`config.mk`:
```
export PLATFORM = sky130hd
export DESIGN_NAME = sar_rx
export DESIGN_NICKNAME = d
export VERILOG_FILES = /design/src/rtl/sar_pkg.sv /design/src/rtl/sar_sync.sv /design/src/rtl/sar_framer.sv /design/src/rtl/sar_word.sv /design/src/rtl/sar_rx.sv
export SDC_FILE = /design/constraint.sdc
export NUM_CORES = 1
export LEC_CHECK = 0
export BUFFER_PORTS_ARGS = -buffer_cell sky130_fd_sc_hd__buf_2
export CAP_MARGIN = 10
export CORE_MARGIN = 2
export CORE_UTILIZATION = 40
export CTS_BUF_LIST = sky130_fd_sc_hd__clkbuf_4
export DETAILED_ROUTE_END_ITERATION = 16
export GPL_TIMING_DRIVEN = 0
export PLACE_DENSITY_LB_ADDON = 0.08
export SLEW_MARGIN = 10
export SYNTH_ARGS = -nofsm -noshare
export SYNTH_HDL_FRONTEND = slang
export SYNTH_SLANG_ARGS = --single-unit
export TNS_END_PERCENT = 1
```
`constraint.sdc`:
```
create_clock -name clk -period 4.7 [get_ports clk]
set_input_delay 0.47 -clock clk [delete_from_list [all_inputs] [get_ports clk]]
set_output_delay 0.47 -clock clk [all_outputs]
set_load 0.1 [all_outputs]
```
`src/rtl/sar_pkg.sv`:
```
package sar_pkg;

    localparam int SAMPLE_W    = 20;
    localparam int CNT_W       = 7;
    localparam int POS_W       = $clog2(SAMPLE_W);
    localparam int MAX_FREE    = 64;
    localparam int SYNC_STAGES = 2;

    typedef enum logic [1:0] {
        MODE_FREE = 2'b00,
        MODE_32   = 2'b01,
        MODE_48   = 2'b10,
        MODE_64   = 2'b11
    } frame_mode_e;

    typedef enum logic [1:0] {
        WID_16  = 2'b00,
        WID_18  = 2'b01,
        WID_20  = 2'b10,
        WID_DLY = 2'b11
    } width_e;

    function automatic logic [CNT_W-1:0] word_bits(input logic [1:0] w);
        case (w)
            WID_16:  return CNT_W'(16);
            WID_18:  return CNT_W'(18);
            default: return CNT_W'(20);
        endcase
    endfunction

    function automatic logic combo_ok(input logic [1:0] mode, input logic [1:0] w);
        case (mode)
            MODE_32: return (w == WID_16);
            MODE_48: return (w != WID_DLY);
            default: return 1'b1;
        endcase
    endfunction

    function automatic logic len_ok(input logic [1:0] mode, input logic [1:0] w,
                                    input logic [CNT_W-1:0] len);
        case (mode)
            MODE_32: return (len == CNT_W'(16));
            MODE_48: return (len == CNT_W'(24));
            MODE_64: return (len == CNT_W'(32));
            default: begin
                if (w == WID_DLY) return (len == CNT_W'(32));
                return (len >= word_bits(w)) && (len <= CNT_W'(MAX_FREE));
            end
        endcase
    endfunction

endpackage

```
`src/rtl/sar_sync.sv`:
```
module sar_sync #(
    parameter int WIDTH  = 3,
    parameter int STAGES = 2
) (
    input  logic             clk,
    input  logic             rst_n,
    input  logic [WIDTH-1:0] async_i,
    output logic [WIDTH-1:0] sync_o
);

    logic [WIDTH-1:0] stage_q [STAGES];

    for (genvar g = 0; g < STAGES; g++) begin : g_stage
        if (g == 0) begin : g_first
            always_ff @(posedge clk or negedge rst_n) begin
                if (!rst_n) stage_q[g] <= '0;
                else        stage_q[g] <= async_i;
            end
        end else begin : g_next
            always_ff @(posedge clk or negedge rst_n) begin
                if (!rst_n) stage_q[g] <= '0;
                else        stage_q[g] <= stage_q[g-1];
            end
        end
    end

    assign sync_o = stage_q[STAGES-1];

endmodule

```
`src/rtl/sar_framer.sv`:
```
module sar_framer
    import sar_pkg::*;
(
    input  logic             clk,
    input  logic             rst_n,
    input  logic             bclk_s,
    input  logic             lrclk_s,
    input  logic             sdata_s,
    output logic             bit_stb_o,
    output logic             bit_val_o,
    output logic [CNT_W-1:0] bit_idx_o,
    output logic             wend_o,
    output logic [CNT_W-1:0] wlen_o,
    output logic             wchan_o
);

    localparam logic [CNT_W-1:0] CNT_MAX = {CNT_W{1'b1}};

    typedef struct packed {
        logic             prev_bclk;
        logic             have;
        logic             started;
        logic             lr;
        logic [CNT_W-1:0] cnt;
        logic             bit_stb;
        logic             bit_val;
        logic [CNT_W-1:0] bit_idx;
        logic             wend;
        logic [CNT_W-1:0] wlen;
        logic             wchan;
    } framer_t;

    framer_t st_d, st_q;
    logic    rise;
    logic [CNT_W-1:0] cnt_inc;

    always_comb begin
        rise    = bclk_s & ~st_q.prev_bclk;
        cnt_inc = (st_q.cnt == CNT_MAX) ? CNT_MAX : st_q.cnt + 1'b1;
        st_d           = st_q;
        st_d.prev_bclk = bclk_s;
        st_d.bit_stb   = 1'b0;
        st_d.wend      = 1'b0;
        if (rise) begin
            st_d.bit_stb = 1'b1;
            st_d.bit_val = sdata_s;
            if (!st_q.have) begin
                st_d.have = 1'b1;
                st_d.lr   = lrclk_s;
                st_d.cnt  = '0;
            end else if (lrclk_s != st_q.lr) begin
                st_d.wend    = st_q.started;
                st_d.wlen    = cnt_inc;
                st_d.wchan   = st_q.lr;
                st_d.started = 1'b1;
                st_d.lr      = lrclk_s;
                st_d.cnt     = '0;
            end else begin
                st_d.cnt = cnt_inc;
            end
            st_d.bit_idx = st_d.cnt;
        end
    end

    always_ff @(posedge clk or negedge rst_n) begin
        if (!rst_n) st_q <= '0;
        else        st_q <= st_d;
    end

    assign bit_stb_o = st_q.bit_stb;
    assign bit_val_o = st_q.bit_val;
    assign bit_idx_o = st_q.bit_idx;
    assign wend_o    = st_q.wend;
    assign wlen_o    = st_q.wlen;
    assign wchan_o   = st_q.wchan;

endmodule

```
`src/rtl/sar_word.sv`:
```
module sar_word
    import sar_pkg::*;
(
    input  logic                clk,
    input  logic                rst_n,
    input  logic [1:0]          width_sel_i,
    input  logic                bit_stb_i,
    input  logic                bit_val_i,
    input  logic [CNT_W-1:0]    bit_idx_i,
    input  logic                wend_i,
    input  logic [CNT_W-1:0]    wlen_i,
    input  logic                wchan_i,
    output logic                word_stb_o,
    output logic [SAMPLE_W-1:0] word_o,
    output logic [CNT_W-1:0]    word_len_o,
    output logic                word_chan_o
);

    typedef struct packed {
        logic [SAMPLE_W-1:0] shreg;
        logic [SAMPLE_W-1:0] dly;
        logic                stb;
        logic [SAMPLE_W-1:0] word;
        logic [CNT_W-1:0]    len;
        logic                chan;
    } word_t;

    word_t st_d, st_q;
    logic [SAMPLE_W-1:0] rj_word;
    logic [POS_W-1:0]    pos;

    always_comb begin
        rj_word = st_q.shreg << (SAMPLE_W - int'(word_bits(width_sel_i)));
        pos     = POS_W'(SAMPLE_W - int'(bit_idx_i));
        st_d     = st_q;
        st_d.stb = 1'b0;
        if (bit_stb_i) begin
            if (wend_i) begin
                st_d.stb  = 1'b1;
                st_d.word = (width_sel_i == WID_DLY) ? st_q.dly : rj_word;
                st_d.len  = wlen_i;
                st_d.chan = wchan_i;
            end
            st_d.shreg = {st_q.shreg[SAMPLE_W-2:0], bit_val_i};
            if (bit_idx_i == '0) begin
                st_d.dly = '0;
            end else if (bit_idx_i <= CNT_W'(SAMPLE_W)) begin
                st_d.dly[pos] = bit_val_i;
            end
        end
    end

    always_ff @(posedge clk or negedge rst_n) begin
        if (!rst_n) st_q <= '0;
        else        st_q <= st_d;
    end

    assign word_stb_o  = st_q.stb;
    assign word_o      = st_q.word;
    assign word_len_o  = st_q.len;
    assign word_chan_o = st_q.chan;

endmodule

```
`src/rtl/sar_rx.sv`:
```
module sar_rx
    import sar_pkg::*;
(
    input  logic                clk,
    input  logic                rst_n,
    input  logic                bclk_i,
    input  logic                lrclk_i,
    input  logic                sdata_i,
    input  logic [1:0]          width_sel_i,
    input  logic [1:0]          frame_mode_i,
    input  logic                left_high_i,
    output logic [SAMPLE_W-1:0] left_o,
    output logic [SAMPLE_W-1:0] right_o,
    output logic                pair_valid_o,
    output logic                fmt_err_o
);

    logic [2:0]          sync_w;
    logic                bit_stb, bit_val, wend, wchan;
    logic [CNT_W-1:0]    bit_idx, wlen;
    logic                word_stb, word_chan;
    logic [SAMPLE_W-1:0] word;
    logic [CNT_W-1:0]    word_len;

    sar_sync #(.WIDTH(3), .STAGES(SYNC_STAGES)) sync_i (
        .clk     (clk),
        .rst_n   (rst_n),
        .async_i ({bclk_i, lrclk_i, sdata_i}),
        .sync_o  (sync_w)
    );

    sar_framer framer_i (
        .clk       (clk),
        .rst_n     (rst_n),
        .bclk_s    (sync_w[2]),
        .lrclk_s   (sync_w[1]),
        .sdata_s   (sync_w[0]),
        .bit_stb_o (bit_stb),
        .bit_val_o (bit_val),
        .bit_idx_o (bit_idx),
        .wend_o    (wend),
        .wlen_o    (wlen),
        .wchan_o   (wchan)
    );

    sar_word word_i (
        .clk         (clk),
        .rst_n       (rst_n),
        .width_sel_i (width_sel_i),
        .bit_stb_i   (bit_stb),
        .bit_val_i   (bit_val),
        .bit_idx_i   (bit_idx),
        .wend_i      (wend),
        .wlen_i      (wlen),
        .wchan_i     (wchan),
        .word_stb_o  (word_stb),
        .word_o      (word),
        .word_len_o  (word_len),
        .word_chan_o (word_chan)
    );

    typedef struct packed {
        logic [SAMPLE_W-1:0] left_hold;
        logic                left_ok;
        logic [SAMPLE_W-1:0] left;
        logic [SAMPLE_W-1:0] right;
        logic                valid;
        logic                err;
    } out_t;

    out_t st_d, st_q;
    logic good, is_left;

    always_comb begin
        good     = combo_ok(frame_mode_i, width_sel_i) &&
                   len_ok(frame_mode_i, width_sel_i, word_len);
        is_left  = (word_chan == left_high_i);
        st_d       = st_q;
        st_d.valid = 1'b0;
        if (word_stb) begin
            if (!good) begin
                st_d.err     = 1'b1;
                st_d.left_ok = 1'b0;
            end else if (is_left) begin
                st_d.left_hold = word;
                st_d.left_ok   = 1'b1;
            end else if (st_q.left_ok) begin
                st_d.left    = st_q.left_hold;
                st_d.right   = word;
                st_d.valid   = 1'b1;
                st_d.left_ok = 1'b0;
            end
        end
    end

    always_ff @(posedge clk or negedge rst_n) begin
        if (!rst_n) st_q <= '0;
        else        st_q <= st_d;
    end

    assign left_o       = st_q.left;
    assign right_o      = st_q.right;
    assign pair_valid_o = st_q.valid;
    assign fmt_err_o    = st_q.err;

endmodule

```
==> impl_metrics.csv <==
group,metric,value,unit
routing,vias,4628,
critical_path,crit_required,5.14,ns
routing,first_pass_iters,4,
critical_path,max_stage_delay,0.54,ns
global_route,antenna_found_initial,1,
die,io_pins,52,
die,initial_core_util,40.54,%
min_path,min_from,"sync_i.stage_q[5]",
timing,setup_viol,0,
critical_path,startpoint,"width_sel_i[1]",
synth,synthArstFlopShare,100.0,%
min_path,hold_class,"flop to flop",
die,die_x,141.5,um
synth,ys_ff_latch,160,
critical_path,critPathSlowestCell,"clkbuf_1",
timing,fin_tns_setup,0,ns
layout,final_nets,684,
cts,clk_latency,0.55,ns
die,die_area,20010,um2
synth,syn_area,7557,um2
cts,path_clk_slew,0.15,ns
placed_design,place.port_buffers,50,
placed_design,place.gp.congestion,0.8056,
synth,yosysTopAreaCellShare,52.98,%
critical_path,crit_path_cell_trace,"buf_2, clkbuf_1, clkbuf_1, nor2b_1, ha_1, nand2b_1, a211oi_1, a211oi_1, nor4_2, and4b_1, buf_6, buf_12, mux2_1",
routing,drtAntennaViolNets,0,
critical_path,worstReg2RegStart,"framer_i.st_q[18]",
placed_design,dpl.hpwl,10690,um
global_route,grt_max_degree,108,
timing,rsz0062_at_grt,"no",
cts,clkSinkCount,160,
synth,ys_warn_count,0,
routing,drtIter0Drc,172,
routing,drc,0,
synth,ys_types,54,
synth,synthTopCellsByArea,"dfrtp_1 53%, mux2_4 7.0%, mux2_2 5.5%",
synth,synth_fa_ha_area_share,2.152,%
synth,synth_edf_count,0,
pwr,p_leak,0.004201,uW
routing,wirelength,14880,um
status,outcome,"completed",
synth,muxShareOfSynthArea,22.57,%
cts,cts-root-buf,"clkbuf_4",
routing,wl_per_cell,16.39,um
cts,htree_levels,4,
synth,yosysTopAreaCell,"dfrtp_1",
cts,cts_setup_buffers,0,
timing,hold_slack,0.3677,ns
critical_path,rrSetupSlack,1.76,ns
global_route,grt_use_total,16.20,%
critical_path,endpoint_kind,"flop",
synth,syn_area_per_cell,12.87,um2
critical_path,worst_setup_path_start_kind,"primary input",
timing,final.setup_skew,0.03482,ns
synth,synthXorXnorAreaFrac,0.6954,%
cts,cts_resized,0,
synth,synth_top_flop_cell,"dfrtp_1",
timing,worst_slew_pin_slew,1.034,ns
pwr,powerDensity,420.7,nW/um2
timing,post-route-min-period,3.387,ns
layout,drive_gt1_share,33.73,%
synth,synthTopCellsByCount,"160 x dfrtp_1, 42 x buf_4, 37 x mux2_2, 37 x o21ai_1",
global_route,gr-total-overflow,0,
cts,cts_buffer_depth,2,
synth,syn-instance-count,587,
timing,achievable-frequency,295.2,MHz
job,max-cap-violations,0,
critical_path,criticalPathCategory,"primary input to flop",
global_route,grt_first_pass_wirelength,25550,um
layout,area_growth,12.70,%
synth,syn_nets,610,
global_route,grt_pass1_vias,4822,
routing,viasPerCell,5.097,
timing,final.period_utilization,72.07,%
synth,synth_most_common_cell,"dfrtp_1",
timing,slew_headroom,30.86,%
cts,numCtsBuffers,17,
timing,hold_viol_final,0,
synth,yosys.area_share.simple,6.440,%
critical_path,cp_max_fo,10,
die,coreArea,18640,um2
cts,cts_tree,"done",
die,rows,50,
synth,synth-compound-area-share,7.781,%
critical_path,critical_path_arrival,3.82,ns
pwr,ir_drop,0.1840,mV
timing,finalMaxSlewViolations,0,
synth,ys_seq_area_share,52.98,%
die,die_h,141.5,um
synth,synth_top_family_by_area,"multiplexers",
layout,num-fill-cells,1688,
through the flow:
| step | setup slack (ns) | total power [uW] | utilization, % | instance area, um2 | cells |
|---|---|---|---|---|---|
| floorplan | 1.381 | 2395 | - | 7557 | 587 |
| global placement | 0.7251 | 2633 | 43.45 | 8100 | 871 |
| detailed placement | 0.7350 | 2670 | 43.65 | 8138 | 872 |
| CTS | 1.341 | 3625 | 45.67 | 8514 | 907 |
| global route | 1.086 | 3825 | 45.68 | 8517 | 908 |
| finish | 1.313 | 3583 | 45.68 | 8517 | 908 |
final timing paths:
kind | depth (start not counted) | endpoint
setup / recovery | 13 | right_o[13]
hold / removal | 0 | sync_i.sync_o[2]
setup reg to reg | 9 | word_i.st_q[44]
hold reg to reg | 0 | sync_i.sync_o[2]
max in group asynchronous | 3 | word_i.st_q[32]
min in group asynchronous | 2 | right_o[5]
flip-flops by register name (all words and copies together) (netlist names), 3 cells and up:
register / cells
framer_i.st_q: 11
framer_i.wlen_o: 7
left_o: 20
right_o: 20
st_q: 21
sync_i.stage_q: 3
sync_i.sync_o: 3
word_i.st_q: 40
word_i.word_len_o: 7
word_i.word_o: 20
worst max-delay path, delay by kind of cell:
family                   cells  cell delay (ns)
AO/OA/AOI/OAI                2             0.33
adder cells (fa/ha/maj)      1             0.30
buffers and inverters        5             1.52
multiplexers                 1             0.32
AND/OR/NAND/NOR              4             0.85
layer usage:
layer  global-route usage (%)  up-vias  wire length, um
met5                        0        -                0
met4                    4.474        0              159
met3                    3.712       14              497
met2                    25.50       80             6956
met1                    22.67     2324             7265
li1                         -     2210                -
power by group:
group	internal [uW]	switching, uW
logic	379	459
registers	1590	216
clock network	440	502
placed cells by master, fill, tap and decap left out, types with 3 or more instances in the layout:
cell,n
mux2_1,34
nor2_1,15
xnor2_1,4
a22oi_1,3
inv_1,11
dlygate4sd3_1,4
bufinv_16,4
mux4_2,16
dfrtp_1,160
nand3_1,18
nor2b_1,3
clkbuf_1,16
buf_1,5
clkbuf_4,18
a211oi_1,3
o21ai_1,37
a21oi_1,35
and3_1,5
inv_8,3
nor3_1,4
buf_12,4
mux2_2,37
a31oi_1,6
nand2_1,34
nand2b_1,5
ha_1,13
buf_2,53
mux2_4,35
buf_4,42
nor3b_1,3
final cells by class:
type                            count  area, um2  share of cell area [%]
Tap cell                          234      292.8                   3.438
Clock inverter                     13      201.4                   2.365
Timing Repair Buffer               55      327.8                   3.849
Sequential cell                   160       4004                   47.01
Antenna cell                        1      2.502                 0.02938
Multi-Input combinational cell    341       2995                   35.17
Clock buffer                       18      135.1                   1.587
Inverter                           14      52.55                  0.6170
Buffer                             72      505.5                   5.935
cells by family (layout without fill, tap and decap cells):
kind of cell / Yosys count / count (layout)
and+or+nand+nor: 97 / 97
muxes: 124 / 124
other: 0 / 1
DFF: 160 / 160
buffers and inverters: 86 / 172
AOI/OAI and AO/OA: 101 / 101
adders and majority gates: 13 / 13
xor gates and xnor gates: 6 / 6
what timing repair did:
| action | CTS | global route |
|---|---|---|
| setup endpoints to repair | 0 | 0 |
| hold buffers | 4 | 0 |
| hold endpoints to repair | 56 | 0 |
(Power assumes the default switching activity.)
